## src/rtl/opsel_alu_pkg.sv

```systemverilog
`timescale 1ns/1ps
package opsel_alu_pkg;

  // Operation codes; the numeric values are the external encoding.
  typedef enum logic [2:0] {
    OP_ADD   = 3'b000,
    OP_SUB   = 3'b001,
    OP_PASSA = 3'b010,
    OP_PASSB = 3'b011,
    OP_AND   = 3'b100,
    OP_OR    = 3'b101,
    OP_XOR   = 3'b110,
    OP_NOTA  = 3'b111
  } alu_op_e;

  // Selector for the bitwise slice, taken from the low two code bits.
  typedef enum logic [1:0] {
    BW_AND = 2'b00,
    BW_OR  = 2'b01,
    BW_XOR = 2'b10,
    BW_INV = 2'b11
  } bw_fn_e;

endpackage

```

## src/rtl/opsel_alu_arith.sv

```systemverilog
`timescale 1ns/1ps
module opsel_alu_arith #(
  parameter int WIDTH = 16
) (
  input  logic [WIDTH-1:0] a,
  input  logic [WIDTH-1:0] b,
  input  logic             do_sub,
  output logic [WIDTH-1:0] sum,
  output logic             cout
);

  localparam int EXT_W = WIDTH + 1;

  logic [EXT_W-1:0] a_ext;
  logic [EXT_W-1:0] b_ext;
  logic [EXT_W-1:0] wide;

  assign a_ext = {1'b0, a};
  assign b_ext = {1'b0, b};

  // One widened adder/subtractor: the top bit is carry on add, borrow on subtract.
  always_comb begin
    if (do_sub) wide = a_ext - b_ext;
    else        wide = a_ext + b_ext;
  end

  assign sum  = wide[WIDTH-1:0];
  assign cout = wide[EXT_W-1];

endmodule

```

## src/rtl/opsel_alu_bitwise.sv

```systemverilog
`timescale 1ns/1ps
module opsel_alu_bitwise
  import opsel_alu_pkg::*;
#(
  parameter int WIDTH = 16
) (
  input  logic [WIDTH-1:0] a,
  input  logic [WIDTH-1:0] b,
  input  logic [1:0]       fn,
  output logic [WIDTH-1:0] y
);

  logic sel_and, sel_or, sel_xor;

  assign sel_and = (fn == BW_AND);
  assign sel_or  = (fn == BW_OR);
  assign sel_xor = (fn == BW_XOR);

  // One four-way slice per bit position.
  for (genvar i = 0; i < WIDTH; i++) begin : g_bit
    assign y[i] = sel_and ? (a[i] & b[i]) :
                  sel_or  ? (a[i] | b[i]) :
                  sel_xor ? (a[i] ^ b[i]) :
                            ~a[i];
  end

endmodule

```

## src/rtl/opsel_alu.sv

```systemverilog
`timescale 1ns/1ps
module opsel_alu
  import opsel_alu_pkg::*;
#(
  parameter int WIDTH = 16
) (
  input  logic             clk,
  input  logic             rst,
  input  logic [WIDTH-1:0] op_a,
  input  logic [WIDTH-1:0] op_b,
  input  logic [2:0]       op_sel,
  output logic [WIDTH-1:0] result,
  output logic             carry,
  output logic             zero
);

  alu_op_e          op;
  logic [WIDTH-1:0] arith_y;
  logic             arith_c;
  logic [WIDTH-1:0] logic_y;
  logic [WIDTH-1:0] nxt_res;
  logic             nxt_carry;

  assign op = alu_op_e'(op_sel);

  opsel_alu_arith #(.WIDTH(WIDTH)) u_arith (
    .a      (op_a),
    .b      (op_b),
    .do_sub (op == OP_SUB),
    .sum    (arith_y),
    .cout   (arith_c)
  );

  opsel_alu_bitwise #(.WIDTH(WIDTH)) u_bitwise (
    .a  (op_a),
    .b  (op_b),
    .fn (op_sel[1:0]),
    .y  (logic_y)
  );

  // Final selector: every path assigns both outputs.
  always_comb begin
    nxt_res   = logic_y;
    nxt_carry = 1'b0;
    case (op)
      OP_ADD, OP_SUB: begin
        nxt_res   = arith_y;
        nxt_carry = arith_c;
      end
      OP_PASSA: nxt_res = op_a;
      OP_PASSB: nxt_res = op_b;
      default:  nxt_res = logic_y;
    endcase
  end

  always_ff @(posedge clk) begin
    if (rst) begin
      result <= '0;
      carry  <= 1'b0;
      zero   <= 1'b1;
    end else begin
      result <= nxt_res;
      carry  <= nxt_carry;
      zero   <= ~|nxt_res;
    end
  end

  // ---------------- assertions ----------------
  p_add_sum_r2: assert property (@(posedge clk) disable iff (rst)
    (op_sel == 3'b000) |=>
      ({carry, result} == ({1'b0, $past(op_a)} + {1'b0, $past(op_b)})));

  p_sub_borrow_r3: assert property (@(posedge clk) disable iff (rst)
    (op_sel == 3'b001) |=> (carry == ($past(op_a) < $past(op_b))));

  p_pass_a_r4: assert property (@(posedge clk) disable iff (rst)
    (op_sel == 3'b010) |=> (result == $past(op_a)));

  p_logic_no_carry_r5: assert property (@(posedge clk) disable iff (rst)
    (op_sel[2] || op_sel[1]) |=> !carry);

  p_invert_r6: assert property (@(posedge clk) disable iff (rst)
    (op_sel == 3'b111) |=> (result == ~$past(op_a)));

  p_zero_flag_r7: assert property (@(posedge clk) disable iff (rst)
    zero == (result == '0));

  p_reset_load_r9: assert property (@(posedge clk)
    rst |=> ((result == '0) && !carry && zero));

endmodule

```

## config.mk

```make
export PLATFORM = sky130hd
export DESIGN_NAME = opsel_alu
export DESIGN_NICKNAME = d
export VERILOG_FILES = /design/src/rtl/opsel_alu_pkg.sv /design/src/rtl/opsel_alu_arith.sv /design/src/rtl/opsel_alu_bitwise.sv /design/src/rtl/opsel_alu.sv
export SDC_FILE = /design/constraint.sdc
export NUM_CORES = 1
export LEC_CHECK = 0
export ABC_AREA = 1
export BUFFER_PORTS_ARGS = -buffer_cell sky130_fd_sc_hd__buf_2
export CAP_MARGIN = 30
export CORE_MARGIN = 2
export CORE_UTILIZATION = 52
export CTS_BUF_LIST = sky130_fd_sc_hd__clkbuf_16
export DETAILED_ROUTE_END_ITERATION = 8
export GPL_TIMING_DRIVEN = 0
export PLACE_DENSITY = 0.78
export SYNTH_ARGS = -nofsm -noshare
export SYNTH_HDL_FRONTEND = slang
export SYNTH_SLANG_ARGS = --single-unit
```

## constraint.sdc

```tcl
create_clock -name clk -period 2.7 [get_ports clk]
set_input_delay 0.27 -clock clk [delete_from_list [all_inputs] [get_ports clk]]
set_output_delay 0.27 -clock clk [all_outputs]
set_load 0.02 [all_outputs]
```

==> flow_summary.json <==
{
  "status": "complete, but fails checks",
  "violations": "negative setup slack",
  "ys_seq_elements": 18,
  "tritoncts": "built",
  "maxSlewViolCount": 0,
  "ys_types": 33,
  "dpl.cell_count": 659,
  "powerDensity_mw_per_mm2": 346.7,
  "drive_above_1_share": 0.2387,
  "post-route-period-util": 1.042,
  "cp.arrival_ns": 3.01,
  "die_area_mm2": 0.006669,
  "overflow": 0,
  "gp_congestion": 1.003,
  "worstSetupPathType": "in -> reg",
  "post_drt_wl_per_cell_um": 15.23,
  "final-setup-viol-count": 2,
  "synth_edf_count": 0,
  "cts_made_buffers": 3,
  "synth_area_mm2": 0.003137,
  "yosysWarnings": 0,
  "drc_errors": 0,
  "cts.sinks": 18,
  "viasPerCell": 5.681,
  "async_reset_ff_frac": 0,
  "finalInstanceArea_mm2": 0.004030,
  "worst_pin_slew_ns": 0.6969,
  "fillers": 495,
  "peakVddDrop_v": 0.0003976,
  "fin_util": 0.6847,
  "hp-class": "in -> reg",
  "netlist_top_cells_area": "ha_1 20%, nand2_1 18%, dfxtp_1 11%",
  "die_w_um": 81.67,
  "io_pins": 55,
  "min_period_ns": 2.813,
  "ctsHoldBuffers": 0,
  "die_h_um": 81.67,
  "cts_buffer_depth": 2,
  "layout_common_cells": "135 x nand2_1, 90 x inv_1, 53 x buf_2",
  "track_usage": 0.2920,
  "leakage_nw": 2.205,
  "end_kind": "flop",
  "core_mm2": 0.005886,
  "drtPass1Iterations": 5,
  "syn_inst": 532,
  "portBuffers": 52,
  "setup_slack_ns": -0.1129,
  "synth_top_cell_by_area": "ha_1",
  "path_clk_slew_ns": 0.05,
  "syn_nets": 619,
  "htree_levels": 1,
  "critPathLaunchType": "input pin",
  "instances_no_fill": 674,
  "final_common_cell": "nand2_1",
  "antenna_cells": 0,
  "antenna_found_initial": 0,
  "antenna_left": 0,
  "hpwl_um": 7552,
  "row_count": 28,
  "synth_flop_cell": "dfxtp_1",
  "grt_pass1_wl_um": 15170,
  "cp_max_fo": 4,
  "fin_nets": 687,
  "finalHoldViolCount": 0,
  "syn_area_per_cell_um2": 5.896,
  "initial_utilization": 0.5330,
  "maxCapViolCount": 0,
  "rsz0062_at_grt": "true",
  "yosysTopAreaCellShare": 0.1955,
  "dpl_worst_slack_ns": -0.7613,
  "crit_required_ns": 2.90,
  "num_vias": 3829,
  "synth-seq-area-share": 0.1149,
  "root_buffer": "clkbuf_16",
  "slew_headroom": 0.5354,
  "drtIter0Drc": 360,
  "area_delta_synth_final_pct": 28.48,
  "wl_um": 10270,
  "grt_max_degree": 11,
  "place_area_mm2": 0.003491,
  "fmax_mhz": 355.5,
  "grt_pass1_vias": 3351
}
## critical path: stages
cell	delay, ns
buf_6	0.11
inv_8	0.06
ha_4	0.13
inv_4	0.03
nor3_4	0.21
nand3_2	0.14
nor2_4	0.17
nand2_2	0.09
o21ai_2	0.15
xor2_1	0.09
ha_1	0.38
nand2_2	0.10
nor2_4	0.15
and2_4	0.18
nand2_4	0.05
nand2_2	0.06
nand2_1	0.07
nand3_2	0.09
nand2_1	0.07
nor2_1	0.13
nand2_1	0.07
nor2_1	0.10
nand2_1	0.06
nand2_1	0.05
## state kept, by name, indices dropped and copies added (netlist names)
register,flops
zero,1
carry,1
result,16
## timing repair
action / CTS / global route
buffers inserted: 3 / 8
resized for setup: 26 / 72
pin swaps: 6 / 38
setup endpoints to repair: 14 / 7
## cell type report
cell class | instances | area [um2] | share of cell area
clock buffer | 3 | 75.07 | 0.01863
sequential | 18 | 360.3 | 0.08941
timing repair buffer | 63 | 364.1 | 0.09034
inverter | 96 | 380.4 | 0.09438
tap | 75 | 93.84 | 0.02328
clock inverter | 1 | 3.754 | 0.0009314
buffer | 13 | 77.57 | 0.01925
multi-input combinational | 405 | 2675 | 0.6638
## Yosys cell counts, types with 5 or more instances
library cell  count
a221oi_1          7
buf_2             6
o2111ai_1         5
nor2_1           47
nand2_1         151
ha_1             49
o211ai_1          5
dfxtp_1          18
nor3_1            5
a22oi_1           5
inv_1            94
o21ai_0          21
a21oi_1          26
xor2_1           14
nand3_1          40
o221ai_1          5
## cell families (layout without fill, tap and decap cells)
group           Yosys count  after routing  synth area share
simple gates            259            259            0.3414
xor+xnor                 14             14           0.03909
buf+inv                 109            176            0.1388
compound gates           82             82            0.1639
fa+ha+maj                50             50            0.2018
flops                    18             18            0.1149
## power breakdown
| part | switching [mW] | internal (mW) |
|---|---|---|
| clock network | 0.0962 | 0.197 |
| registers | 0.00452 | 0.290 |
| logic | 0.512 | 0.298 |
## metal layers
metal	vias up	routed length, um	global-route usage
met1	1751	4187	0.3572
met4	0	446	0.1150
li1	1854	-	-
met5	-	0	0
met2	187	4878	0.5066
met3	37	754	0.05165
## path summary, 6_finish.rpt
kind / from / slack (ns) / to / cells after the start
max: op_b[0] / -0.11 / zero / 24
min: rst / 0.40 / zero / 3
## metrics by stage
step	hold slack (ns)	TNS [ns]	total power, mW
global placement	0.6552	-6.508	0.9311
global route	0.4538	-0.4256	1.488
detailed placement	0.6560	-6.566	0.9501
floorplan	0.5239	0	0.7572
finish	0.3989	-0.1152	1.397
CTS	0.4001	-0.005280	1.278
Power figures use the tool's default switching activity.
